File: src/rtl/dbg_bp_pkg.sv
package dbg_bp_pkg;

  localparam int unsigned NSLOT = 4;
  localparam int unsigned REGW  = 32;
  localparam int unsigned SELW  = 3;
  localparam int unsigned LENW  = 2;

  localparam logic [SELW-1:0] SEL_CTRL = SELW'(4);
  localparam logic [SELW-1:0] SEL_STAT = SELW'(5);

  typedef enum logic [1:0] {
    BK_EXEC = 2'b00,
    BK_WR   = 2'b01,
    BK_IO   = 2'b10,
    BK_RW   = 2'b11
  } bk_kind_e;

endpackage

File: src/rtl/dbg_bp_slot.sv
module dbg_bp_slot
  import dbg_bp_pkg::*;
#(
  parameter int unsigned XLEN = 32,
  parameter int unsigned IDX  = 0
) (
  input  logic [REGW-1:0] ctrl_i,
  input  logic [XLEN-1:0] addr_i,
  input  logic [XLEN-1:0] ip_i,
  input  logic            wp_hit_i,
  output logic            match_o,
  output logic            armed_o,
  output logic [LENW-1:0] len_o
);

  localparam int unsigned EN_LSB   = 2 * IDX;
  localparam int unsigned KIND_LSB = 16 + 4 * IDX;
  localparam int unsigned LEN_LSB  = 18 + 4 * IDX;

  bk_kind_e kind;

  always_comb begin
    kind    = bk_kind_e'(ctrl_i[KIND_LSB +: 2]);
    armed_o = |ctrl_i[EN_LSB +: 2];
    len_o   = ctrl_i[LEN_LSB +: LENW];
    unique case (kind)
      BK_EXEC:      match_o = (addr_i == ip_i);
      BK_WR, BK_RW: match_o = wp_hit_i;
      default:      match_o = 1'b0;
    endcase
  end

endmodule

File: src/rtl/dbg_bp_regs.sv
module dbg_bp_regs
  import dbg_bp_pkg::*;
#(
  parameter int unsigned    XLEN      = 32,
  parameter logic [REGW-1:0] CTRL_ONES = 32'h0000_0400
) (
  input  logic                  clk,
  input  logic                  rst_n,
  input  logic                  we_i,
  input  logic [SELW-1:0]       sel_i,
  input  logic [XLEN-1:0]       wdata_i,
  output logic [NSLOT*XLEN-1:0] addr_o,
  output logic [REGW-1:0]       ctrl_o
);

  for (genvar g = 0; g < NSLOT; g++) begin : g_addr
    logic            ld;
    logic [XLEN-1:0] nxt;
    logic [XLEN-1:0] q;

    always_comb begin
      ld  = we_i && (sel_i == SELW'(g));
      nxt = wdata_i;
    end

    always_ff @(posedge clk or negedge rst_n) begin
      if (!rst_n) q <= '0;
      else if (ld) q <= nxt;
    end

    assign addr_o[g*XLEN +: XLEN] = q;
  end

  logic            ctrl_ld;
  logic [REGW-1:0] ctrl_nxt;
  logic [REGW-1:0] ctrl_q;

  always_comb begin
    ctrl_ld  = we_i && (sel_i == SEL_CTRL);
    ctrl_nxt = wdata_i[REGW-1:0] | CTRL_ONES;
  end

  always_ff @(posedge clk or negedge rst_n) begin
    if (!rst_n) ctrl_q <= CTRL_ONES;
    else if (ctrl_ld) ctrl_q <= ctrl_nxt;
  end

  assign ctrl_o = ctrl_q;

endmodule

File: src/rtl/dbg_bp_commit.sv
module dbg_bp_commit
  import dbg_bp_pkg::*;
#(
  parameter logic [REGW-1:0] STAT_ONES = 32'hFFFF_0FF0
) (
  input  logic             clk,
  input  logic             rst_n,
  input  logic [NSLOT-1:0] match_i,
  input  logic [NSLOT-1:0] armed_i,
  input  logic             force_i,
  input  logic             swr_i,
  input  logic [REGW-1:0]  swdata_i,
  output logic [REGW-1:0]  stat_o,
  output logic             wr_o,
  output logic             exc_o
);

  logic            en_hit;
  logic            upd;
  logic            stat_ld;
  logic [REGW-1:0] fresh;
  logic [REGW-1:0] stat_nxt;
  logic            wr_nxt;
  logic            exc_nxt;
  logic [REGW-1:0] stat_q;
  logic            wr_q;
  logic            exc_q;

  always_comb begin
    en_hit   = |(match_i & armed_i);
    upd      = en_hit | force_i;
    fresh    = {stat_q[REGW-1:NSLOT], match_i};
    stat_ld  = swr_i | upd;
    stat_nxt = swr_i ? (swdata_i | STAT_ONES) : fresh;
    wr_nxt   = upd & ~swr_i;
    exc_nxt  = en_hit;
  end

  always_ff @(posedge clk or negedge rst_n) begin
    if (!rst_n) begin
      stat_q <= STAT_ONES;
      wr_q   <= 1'b0;
      exc_q  <= 1'b0;
    end else begin
      if (stat_ld) stat_q <= stat_nxt;
      wr_q  <= wr_nxt;
      exc_q <= exc_nxt;
    end
  end

  assign stat_o = stat_q;
  assign wr_o   = wr_q;
  assign exc_o  = exc_q;

endmodule

File: src/rtl/dbg_bp_detect.sv
module dbg_bp_detect
  import dbg_bp_pkg::*;
#(
  parameter int unsigned     XLEN      = 32,
  parameter logic [REGW-1:0] STAT_ONES = 32'hFFFF_0FF0,
  parameter logic [REGW-1:0] CTRL_ONES = 32'h0000_0400
) (
  input  logic                  clk,
  input  logic                  rst_n,
  input  logic                  cfg_we_i,
  input  logic [SELW-1:0]       cfg_sel_i,
  input  logic [XLEN-1:0]       cfg_wdata_i,
  input  logic [XLEN-1:0]       ip_i,
  input  logic [NSLOT-1:0]      wp_hit_i,
  input  logic                  force_upd_i,
  output logic [REGW-1:0]       stat_o,
  output logic                  stat_wr_o,
  output logic                  dbg_exc_o,
  output logic [NSLOT*LENW-1:0] wp_len_o
);

  logic [1:0] rs_q;
  logic       rst_int_n;

  always_ff @(posedge clk or negedge rst_n) begin
    if (!rst_n) rs_q <= 2'b00;
    else        rs_q <= {rs_q[0], 1'b1};
  end
  assign rst_int_n = rs_q[1];

  logic [NSLOT*XLEN-1:0] addr_all;
  logic [REGW-1:0]       ctrl;
  logic [NSLOT-1:0]      match;
  logic [NSLOT-1:0]      armed;
  logic                  stat_sw;

  dbg_bp_regs #(.XLEN(XLEN), .CTRL_ONES(CTRL_ONES)) u_regs (
    .clk     (clk),
    .rst_n   (rst_int_n),
    .we_i    (cfg_we_i),
    .sel_i   (cfg_sel_i),
    .wdata_i (cfg_wdata_i),
    .addr_o  (addr_all),
    .ctrl_o  (ctrl)
  );

  for (genvar s = 0; s < NSLOT; s++) begin : g_slot
    dbg_bp_slot #(.XLEN(XLEN), .IDX(s)) u_slot (
      .ctrl_i   (ctrl),
      .addr_i   (addr_all[s*XLEN +: XLEN]),
      .ip_i     (ip_i),
      .wp_hit_i (wp_hit_i[s]),
      .match_o  (match[s]),
      .armed_o  (armed[s]),
      .len_o    (wp_len_o[s*LENW +: LENW])
    );
  end

  assign stat_sw = cfg_we_i && (cfg_sel_i == SEL_STAT);

  dbg_bp_commit #(.STAT_ONES(STAT_ONES)) u_commit (
    .clk      (clk),
    .rst_n    (rst_int_n),
    .match_i  (match),
    .armed_i  (armed),
    .force_i  (force_upd_i),
    .swr_i    (stat_sw),
    .swdata_i (cfg_wdata_i[REGW-1:0]),
    .stat_o   (stat_o),
    .wr_o     (stat_wr_o),
    .exc_o    (dbg_exc_o)
  );

endmodule

File: config.mk
export PLATFORM = sky130hd
export DESIGN_NAME = dbg_bp_detect
export DESIGN_NICKNAME = d
export VERILOG_FILES = /design/src/rtl/dbg_bp_pkg.sv /design/src/rtl/dbg_bp_slot.sv /design/src/rtl/dbg_bp_regs.sv /design/src/rtl/dbg_bp_commit.sv /design/src/rtl/dbg_bp_detect.sv
export SDC_FILE = /design/constraint.sdc
export NUM_CORES = 1
export LEC_CHECK = 0
export CAP_MARGIN = 15
export CORE_ASPECT_RATIO = 0.75
export CORE_MARGIN = 2
export CORE_UTILIZATION = 55
export CTS_BUF_LIST = sky130_fd_sc_hd__clkbuf_4 sky130_fd_sc_hd__clkbuf_8
export DETAILED_ROUTE_END_ITERATION = 10
export HOLD_SLACK_MARGIN = 0.12
export MAX_ROUTING_LAYER = met4
export PLACE_DENSITY_LB_ADDON = 0.2
export SYNTH_ARGS = -nofsm -noshare
export SYNTH_HDL_FRONTEND = slang
export SYNTH_HIERARCHICAL = 1
export SYNTH_SLANG_ARGS = --single-unit
File: constraint.sdc
create_clock -name clk -period 6.29 [get_ports clk]
set_input_delay 0.9435 -clock clk [delete_from_list [all_inputs] [get_ports clk]]
set_output_delay 0.9435 -clock clk [all_outputs]
set_load 0.03 [all_outputs]
Word-level counts from Yosys, hierarchy flattened
Cells that the tools add are included.

word-level totals
  register bits = 171

operators by class
  equality and inequality tests = 17
  mux-type cells = 5
  bitwise logic cells = 5
  reductions and logical operators = 21

operators by type and width
  operator            number
  $eq 32x32->1        4
  $reduce_or 2->1     8
  $eq 2x1->1 const B  4
  $eq 2x2->1 const B  4
  $logic_not 2->1     4
  $pmux 1 s2          4
  $eq 3x2->1 const B  2
  $eq 3x3->1 const B  2
  $logic_and 1x1->1   6
  $and 4x4->4         1
  $mux 4              1
  $reduce_or 4->1     1
  $eq 3x1->1 const B  1
  $logic_not 3->1     1
  $or 1x1->1          2
  $reduce_and 2->1    1
  $and 1x1->1         1
  $not 1->1           1

Longest topological paths before layout
Gate-level depths: netlist of the first run.

  depth after elaboration = 8
  mapped depth = 7
  gate-level depth less buffers = 7

Cells and area by module
The synthesis of the first run kept the hierarchy.

modules (own cells, without submodules)
  module         times used  cells an instance  area an instance (µm²)
  dbg_bp_regs    1           342                6005.8
  dbg_bp_slot    4           48                 384.1
  dbg_bp_commit  1           55                 695.7
  dbg_bp_detect  1           4                  63.8

Least setup slack after synthesis of the first run
OpenSTA, ideal clock, no wires.

  path type = input-to-reg
  start point = input ip_i[21]
  end point = register u_commit.stat_q[0] (netlist: u_commit/stat_o[0])
  arrival time = 2.345 ns
  data required time = 6.165 ns
  path slack = 3.820 ns
  cell stages on the path = 7
  buffers on the path = 0
  path through = xor2_1 nor4_1 nand4_1 o31ai_2 a22oi_4 nand3_4 mux2_4

between the ends
  cells in the longest elaborated chain, start to end = 6
  elaborated cells on any way between the ends = 13

ends and longest elaborated chain
  what                    RTL line             text
  start: declaration      dbg_bp_detect.sv:13  input logic [XLEN-1:0] ip_i,
  $eq 32x32->1 *          dbg_bp_slot.sv:27    BK_EXEC: match_o = (addr_i == ip_i);
  $pmux 1 s2 *            dbg_bp_slot.sv:26    unique case (kind)
  named net match[0]      dbg_bp_detect.sv:33  logic [NSLOT-1:0] match;
  $and 4x4->4             dbg_bp_commit.sv:30  en_hit = |(match_i & armed_i);
  $reduce_or 4->1         dbg_bp_commit.sv:30
  $or 1x1->1              dbg_bp_commit.sv:31  upd = en_hit | force_i;
  $or 1x1->1              dbg_bp_commit.sv:33  stat_ld = swr_i | upd;
  end signal: assignment  dbg_bp_commit.sv:45  if (stat_ld) stat_q <= stat_nxt;
  end: declaration        dbg_bp_commit.sv:25  logic [REGW-1:0] stat_q;

Mark *: on every way through the listed nets, which the timed path passes. The rest lies on a longest branch.
A chain may end at the register's enable or synchronous reset.

Worst setup path after layout of the first run
  start point = input ip_i[23]
  end point = register u_commit.stat_q[3] (netlist: u_commit/stat_o[3])

between the ends
  cells in the longest elaborated chain, start to end = 6
  elaborated cells on any way between the ends = 13

ends and longest elaborated chain
  what                RTL line
  $eq 32x32->1        dbg_bp_slot.sv:27
  $pmux 1 s2          dbg_bp_slot.sv:26
  named net match[2]  dbg_bp_detect.sv:33
  $and 4x4->4         dbg_bp_commit.sv:30
  $reduce_or 4->1     dbg_bp_commit.sv:30
  $or 1x1->1          dbg_bp_commit.sv:31
  $or 1x1->1          dbg_bp_commit.sv:33

The timed path passes the listed nets, and every way through them passes these cells.

==> impl_metrics.ini, run 1 <==
[outcome]
status = finished, final reports clean

[floorplan]
initial_core_util = 0.5597
core_area_um2 = 14360
dieArea_um2 = 15610
die_height_um = 108.7
rows = 38
die_width_um = 143.6
ios = 117

[worst_hold_path]
hp-class = reg -> reg
hold_path_end = rs_q[1]
hold_depth = 0
min_from = rs_q[0]

[clock_network]
htree_levels = 4
numCtsBuffers = 17
clkSlewWorstSetupHoldPaths_ns = 0.08
cts_resized = 0
cts_hold_buf = 0
cts_root_buf = clkbuf_8
clk_latency_ns = 0.46
post-cts-setup-buffer-count = 0
clk_path_buf_depth = 2
numClockSinks = 164
cts_tree = built

[power_and_ir_drop]
power.leakage_uw = 0.004044
p_total_uw = 3019
powerDensity_nw_per_um2 = 320.5
max-vdd-ir-drop_v = 0.0002311

[global_routing]
grt_max_degree = 76
antenna_found_initial = 0
grt_usage = 0.2448
grt_pass1_vias = 4981
grt_overflow = 0
grt_pass1_wl_um = 27030

[worst_setup_path]
required_ns = 6.63
reg2regPathDepth = 7
r2r_start = u_regs/g_addr[2].q[23]
slowest_delay_ns = 0.77
crit_fanout = 4
crit_path_end_kind = flop
cp-startpoint = ip_i[23]
reg2reg_slack_ns = 3.67
path_class = in -> reg
start_kind = input port
crit_slowest_cell = nor4_1
timing.rr.end = u_commit/stat_o[3]
path_cells = clkdlybuf4s50_1 -> xor2_1 -> nor4_1 -> nand4_1 -> o31ai_2 -> a22oi_4 -> nand3_4 -> mux2_4
worstPathArrival_ns = 3.65

[placed_design]
placed_cell_area_um2 = 8961
port_buffers = 92
gp_congestion = 0.8432
place_hpwl_um = 11930
place_inst = 848
dp_worst_setup_slack_ns = 2.680

[yosys]
synth_cells = 577
yosys_warnings = 6
synth_area_um2 = 8036
syn_area_per_cell_um2 = 13.93

[drt]
num_vias = 4661
wl_per_cell_um = 19.30
viasPerCell = 5.297
routed_wl_um = 16980
drc_errors = 0
firstDrtPassIters = 4
first_iter_violations = 236
drtAntennaViolNets = 0

[sta]
period_share = 0.5263
setup-tns-final_ns = 0
setup_viol = 0
rsz0062_at_grt = no
final-max-slew-violation-count = 0
tightestPinTransition_ns = 0.9281
finalCriticalPeriod_ns = 3.310
slew_headroom = 0.3813
setup_slack_ns = 2.980
skew_ns = 0.009202
max_freq_ghz = 0.3021
hold_viol = 0

[finish]
layout_commonest_cell = dfrtp_1
layout_common_cells = dfrtp_1, mux2_2, xor2_1
final_area_um2 = 9418
fin_nets = 742
layoutNonFillerInstCount = 880
area_growth_pct = 17.19
n_antenna_cell = 0
drive_gt1_frac = 0.3059

[run]
maxCapViolCount = 0
==> routing by layer <==
layer	up-vias	GRT usage	share of wire
met2	106	0.3707	0.46
met1	2378	0.3250	0.47
met3	25	0.05841	0.049
li1	2152	-	-
met5	-	-	0
met4	0	0.09104	0.020
==> where the power goes <==
group / internal (µW) / switching, µW / leakage, µW
clock network: 498 / 368 / 0.000240
registers: 1290 / 161 / 0.00197
logic: 380 / 326 / 0.00184
total: 2160 / 855 / 0.00404
==> how the worst max path moves through the flow <==
stage                         endpoint  slack [ns]  depth (start not counted)
finish              u_commit/stat_o[3]        2.98                          8
global route        u_commit/stat_o[3]        2.93                          8
CTS                 u_commit/stat_o[3]        3.15                          8
detailed placement  u_commit/stat_o[3]        2.68                          8
global placement    u_commit/stat_o[3]        2.76                          8
floorplan               u_commit/exc_o        1.38                          0
==> registers in the layout (all words and copies together), names as in the netlist <==
signal           flops
u_regs/g_addr.q    128
u_regs/ctrl_o       24
u_commit/stat_o      8
rs_q                 2
u_commit/exc_o       1
u_commit/wr_o        1
==> metrics by stage <==
step,utilization,hold slack [ns]
CTS,0.6559,0.3635
detailed placement,0.6241,0.3442
finish,0.6559,0.3567
global route,0.6559,0.3672
floorplan,-,0.3312
global placement,0.6241,0.3401
==> worst max-delay path, delay by kind of cell <==
family	cells	cell delay, ns
buffers and inverters	1	0.53
multiplexers	1	0.31
XOR/XNOR	1	0.21
AND/OR/NAND/NOR	3	1.11
AO/OA/AOI/OAI	2	0.55
==> final cells by class <==
type,count,area [µm²]
Fill cell,1073,4941
Sequential cell,164,4108
Multi-Input combinational cell,385,3633
Timing Repair Buffer,98,965.9
Clock buffer,21,276.5
Tap cell,200,250.2
Clock inverter,11,180.2
Inverter,1,3.754
(Power assumes the default switching activity.)
==> run 2, diff against run 1 <==
==> constraint.sdc (replaced) <==
create_clock -name clk -period 3.44 [get_ports clk]
set_input_delay 0.516 -clock clk [delete_from_list [all_inputs] [get_ports clk]]
set_output_delay 0.516 -clock clk [all_outputs]
set_load 0.03 [all_outputs]
==> run 2 against run 1 <==
Compared with the run above: cell count grew 0.34%; clock skew shrank 0.0014 ns; clock-buffer cell count grew 3; global-route usage shrank 0.21 points; core utilization is essentially flat; non-clock buffer count grew 3; power grew 78%; via count is essentially flat; sequential share of layout area is essentially flat; final area is essentially flat; wire length shrank 0.44%; largest cell class unchanged; highest routed layer unchanged.
==> impl_metrics.ini, run 2 (same netlist as run 1, synthesis figures left out) <==
[clock_network]
numClockSinks = 164
clkSlewWorstSetupHoldPaths_ns = 0.08
cts_resized = 0
numCtsBuffers = 17
cts_root_buf = clkbuf_8
cts_hold_buf = 0
clk_latency_ns = 0.47
clk_path_buf_depth = 2
post-cts-setup-buffer-count = 0
htree_levels = 4
cts_tree = built

[global_routing]
antenna_found_initial = 0
grt_usage = 0.2427
grt_max_degree = 71
grt_overflow = 0
grt_pass1_wl_um = 26990
grt_pass1_vias = 4987

[worst_hold_path]
hp-class = in -> async

[placed_design]
port_buffers = 92
gp_congestion = 0.8847
dp_worst_setup_slack_ns = 0.2965
placed_cell_area_um2 = 9009
place_hpwl_um = 11840

[outcome]
status = finished, final reports clean

[worst_setup_path]
r2r_start = u_regs/g_addr[0].q[23]
required_ns = 3.79
worstPathArrival_ns = 3.08
path_cells = clkdlybuf4s50_1 -> xor2_1 -> nor4_1 -> nand4_1 -> o31ai_2 -> a22oi_4 -> nand3_4 -> mux2_4
crit_fanout = 4
timing.rr.end = u_commit/stat_o[2]
crit_slowest_cell = nor4_1
start_kind = input port
slowest_delay_ns = 0.68
reg2reg_slack_ns = 0.96
reg2regPathDepth = 7
path_class = in -> reg
crit_path_end_kind = flop

[sta]
setup_viol = 0
hold_viol = 0
slew_headroom = 0.3784
period_share = 0.7940
setup-tns-final_ns = 0
final-max-slew-violation-count = 0
tightestPinTransition_ns = 0.9324
rsz0062_at_grt = no
max_freq_ghz = 0.3661
finalCriticalPeriod_ns = 2.731
setup_slack_ns = 0.7086
skew_ns = 0.007799

[finish]
layout_common_cells = dfrtp_1, mux2_2, xor2_1
final_area_um2 = 9419
largest_reg_flops = 128
seqCellArea_um2 = 4108
drive_gt1_frac = 0.3089
area_growth_pct = 17.20
fin_nets = 745
multiInputGateArea_um2 = 3633
regMostFlops = u_regs/g_addr.q
n_antenna_cell = 0
layout_commonest_cell = dfrtp_1
nFillCells = 1076

[drt]
viasPerCell = 5.282
num_vias = 4664
firstDrtPassIters = 6
routed_wl_um = 16910
first_iter_violations = 229
drtAntennaViolNets = 0
drc_errors = 0
wl_per_cell_um = 19.15

[floorplan]
dieArea_um2 = 15610
ios = 117
rows = 38
die_width_um = 143.6
initial_core_util = 0.5597
die_height_um = 108.7
core_area_um2 = 14360

[power_and_ir_drop]
max-vdd-ir-drop_v = 0.0003624
power.leakage_uw = 0.004038
powerDensity_nw_per_um2 = 569.4

[run]
maxCapViolCount = 0
## run 2: changes by cell type in the layout (fill, tap and decap cells not counted)
cell        change
clkbuf_4        +1
bufinv_16       -3
buf_12          +2
buf_4           +1
clkinv_2        -3
clkinv_4        +1
clkbuf_8        +2
clkinvlp_4      +2
## run 2: report_power, final
group | total [µW] | switching (µW) | internal [µW]
Combinational | 1290 | 588 | 700
Sequential | 2650 | 296 | 2350
Clock | 1430 | 684 | 743
Total | 5360 | 1570 | 3790
## run 2: cell type report
| type | instances | share of cell area |
|---|---|---|
| well taps | 200 | 0.02657 |
| inverters | 1 | 0.0003985 |
| multi-input cells | 385 | 0.3858 |
| repair buffers | 101 | 0.1076 |
| clock inverters | 8 | 0.01049 |
| flip-flops and latches | 164 | 0.4361 |
| clock buffers | 24 | 0.03308 |
## run 2: worst max path at each step
stage	start	end	slack [ns]	depth (start not counted)
final	ip_i[23]	u_commit/stat_o[2]	0.71	8
after global routing	ip_i[23]	u_commit/stat_o[2]	0.69	8
after CTS	ip_i[14]	u_commit/stat_o[2]	0.81	8
after detailed placement	ip_i[14]	u_commit/stat_o[2]	0.30	8
after global placement	ip_i[23]	u_commit/stat_o[0]	0.35	8
after floorplan	rs_q[1]	u_commit/exc_o	0.73	0
## run 2: critical path, delay by kind of cell
| family | cells | cell delay (ns) |
|---|---|---|
| buffers and inverters | 1 | 0.52 |
| xor gates and xnor gates | 1 | 0.21 |
| muxes | 1 | 0.31 |
| AOI/OAI and AO/OA | 2 | 0.48 |
| and+or+nand+nor | 3 | 1.04 |
## run 2: layer usage
layer,vias up,track usage,share of wire
met1,2360,0.3315,0.48
met2,113,0.3585,0.46
met4,0,0.1113,0.023
met3,32,0.04216,0.039
met5,-,-,0
li1,2159,-,-
## run 2: per-stage QoR
step                      power [µW]  utilization  std cells  hold WS [ns]
after floorplan                 3551            -        600        0.2204
after global placement          3923       0.6274        851        0.3382
after detailed placement        3977       0.6274        851        0.3504
after CTS                       5413       0.6560        883        0.1612
after global routing            5652       0.6560        883        0.1576
final                           5363       0.6560        883        0.1927
==> run 3, diff against run 2 <==
==> constraint.sdc (replaced) <==
create_clock -name clk -period 2.6 [get_ports clk]
set_input_delay 0.39 -clock clk [delete_from_list [all_inputs] [get_ports clk]]
set_output_delay 0.39 -clock clk [all_outputs]
set_load 0.03 [all_outputs]
==> run 3 against run 2 <==
Compared with the run above: non-clock buffer count rose by 29; power increased by 34%; sequential cell count unchanged; first-iteration DRC count is 8.3% lower; core utilization rose by 2.0 points; final area grew 3.0%; critical endpoint unchanged; worst setup slack worse by 0.62 ns; clock skew up 0.0072 ns; global-route usage rose by 0.24 points.
==> impl_metrics.ini, run 3 (same netlist as run 1, synthesis figures left out) <==
[outcome]
status = finished, final reports clean

[drt]
routed_wl_um = 17310
viasPerCell = 5.292
drtAntennaViolNets = 0
wl_per_cell_um = 18.98
num_vias = 4826
first_iter_violations = 210
drc_errors = 0
firstDrtPassIters = 4

[sta]
setup_viol = 0
period_share = 0.9668
slew_headroom = 0.6139
hold_viol = 0
final-max-slew-violation-count = 0
skew_ns = 0.01495
max_freq_ghz = 0.3978
rsz0062_at_grt = no
hold_slack_ns = 0.1853
finalCriticalPeriod_ns = 2.514
tightestPinTransition_ns = 0.5791

[floorplan]
initial_core_util = 0.5597
die_width_um = 143.6
rows = 38
core_area_um2 = 14360
dieArea_um2 = 15610
die_height_um = 108.7
ios = 117

[worst_setup_path]
start_kind = input port
reg2regPathDepth = 8
required_ns = 2.92
worst-path-buf-inv = 2
worstPathArrival_ns = 2.84
slowest_delay_ns = 0.52
crit_path_end_kind = flop
path_class = in -> reg
crit_slowest_cell = clkdlybuf4s50_1
cp-startpoint = ip_i[11]
path_cells = clkdlybuf4s50_1 -> xor2_1 -> nor4_1 -> buf_4 -> nand4_1 -> o31ai_2 -> a22oi_4 -> nand3_4 -> mux2_4
worstSetupPathDepth = 9
reg2reg_slack_ns = 0.23
timing.rr.end = u_commit/stat_o[2]
worstSetupEndpoint = u_commit/stat_o[2]
r2r_start = u_regs/g_addr[3].q[11]
crit_fanout = 4
path_delay_family = simple AND/OR/NAND/NOR gates

[clock_network]
numClockSinks = 164
clk_path_buf_depth = 2
cts_tree = built
htree_levels = 4
cts_root_buf = clkbuf_8
numCtsBuffers = 17
clk_latency_ns = 0.44
clkSlewWorstSetupHoldPaths_ns = 0.10

[global_routing]
grt_pass1_wl_um = 28020
antenna_found_initial = 0
grt_max_degree = 108
grt_pass1_vias = 5341
grt_usage = 0.2451
grt_overflow = 0

[run]
maxCapViolCount = 0

[finish]
final_util = 0.6755
largest_reg_flops = 128
drive_gt1_frac = 0.3399
fin_nets = 774
regMostFlops = u_regs/g_addr.q
nFillCells = 1060
area_growth_pct = 20.69
final_area_um2 = 9699
layout_commonest_cell = dfrtp_1
n_antenna_cell = 0
layout_common_cells = dfrtp_1, mux2_2, xor2_1

[power_and_ir_drop]
comb_power_share = 0.254
power.leakage_uw = 0.004198
p_int_uw = 4986
powerDensity_nw_per_um2 = 741.1
max-vdd-ir-drop_v = 0.0004083
seqPwrFrac = 0.485
switching_share = 0.3063
power_frac_clock = 0.261
p_sw_uw = 2202

[placed_design]
gp_congestion = 0.8585
placed_cell_area_um2 = 9269
port_buffers = 92
place_hpwl_um = 12120

[worst_hold_path]
hp-class = reg -> async
run 3: power groups by stage:
stage / Sequential, µW / Combinational, µW / Clock, µW
2_1_floorplan: 3540 / 1160 / 0
3_5_place_dp: 3550 / 1800 / 0
3_3_place_gp: 3510 / 1750 / 0
5_1_grt: 3570 / 1970 / 2040
6_report: 3490 / 1820 / 1880
4_1_cts: 3500 / 1820 / 1920
run 3: cell type report:
type | count | area [µm²] | area share
clock inverters | 15 | 167.7 | 0.01729
well taps | 200 | 250.2 | 0.02580
flip-flops and latches | 164 | 4108 | 0.4235
repair buffers | 130 | 1284 | 0.1324
multi-input cells | 385 | 3652 | 0.3765
inverters | 1 | 3.754 | 0.0003870
clock buffers | 17 | 234.0 | 0.02412
run 3: metal layers:
metal  up-vias  part of all wire  track usage
li1       2212                 -            -
met3        15             0.046      0.04919
met4         0            0.0087      0.05392
met1      2466              0.46       0.3326
met5         -                 0            -
met2       133              0.48       0.3881
run 3: worst min path at each step:
stage / depth (start not counted) / startpoint / end / slack (ns)
6_report: 0 / rs_q[1] / u_commit/stat_o[14] / 0.19
2_1_floorplan: 0 / rst_n / rs_q[0] / 0.09
4_1_cts: 0 / rs_q[1] / u_regs/g_addr[3].q[14] / 0.20
3_3_place_gp: 0 / rs_q[1] / u_regs/g_addr[3].q[14] / 0.18
5_1_grt: 0 / rs_q[1] / u_commit/stat_o[14] / 0.21
3_5_place_dp: 0 / rs_q[1] / u_regs/g_addr[0].q[14] / 0.19
run 3: repair_timing:
item                                    in CTS  in global routing
resized for setup                            0                  3
hold buffers                                 1                  0
endpoints found under the hold margin        2                  0
endpoints found under the setup margin       0                  5
setup buffers                                0                  0
run 3: worst reg2reg max path, cell delays in order (launching register included):
cell and delay, ns:
dfrtp_1 0.40, xor2_1 0.14, nor4_1 0.44, buf_4 0.19, nand4_1 0.17, o31ai_2 0.38
a22oi_4 0.11, nand3_4 0.12, mux2_4 0.31
run 3: per-stage QoR:
step,worst slack (ns),instances,TNS (ns),total power [µW]
6_report,0.08633,912,0,7188
2_1_floorplan,0.6836,600,0,4698
3_3_place_gp,-0.3600,879,-1.749,5260
4_1_cts,0.02718,912,0,7240
3_5_place_dp,-0.4538,879,-2.251,5350
5_1_grt,0.01906,912,0,7573
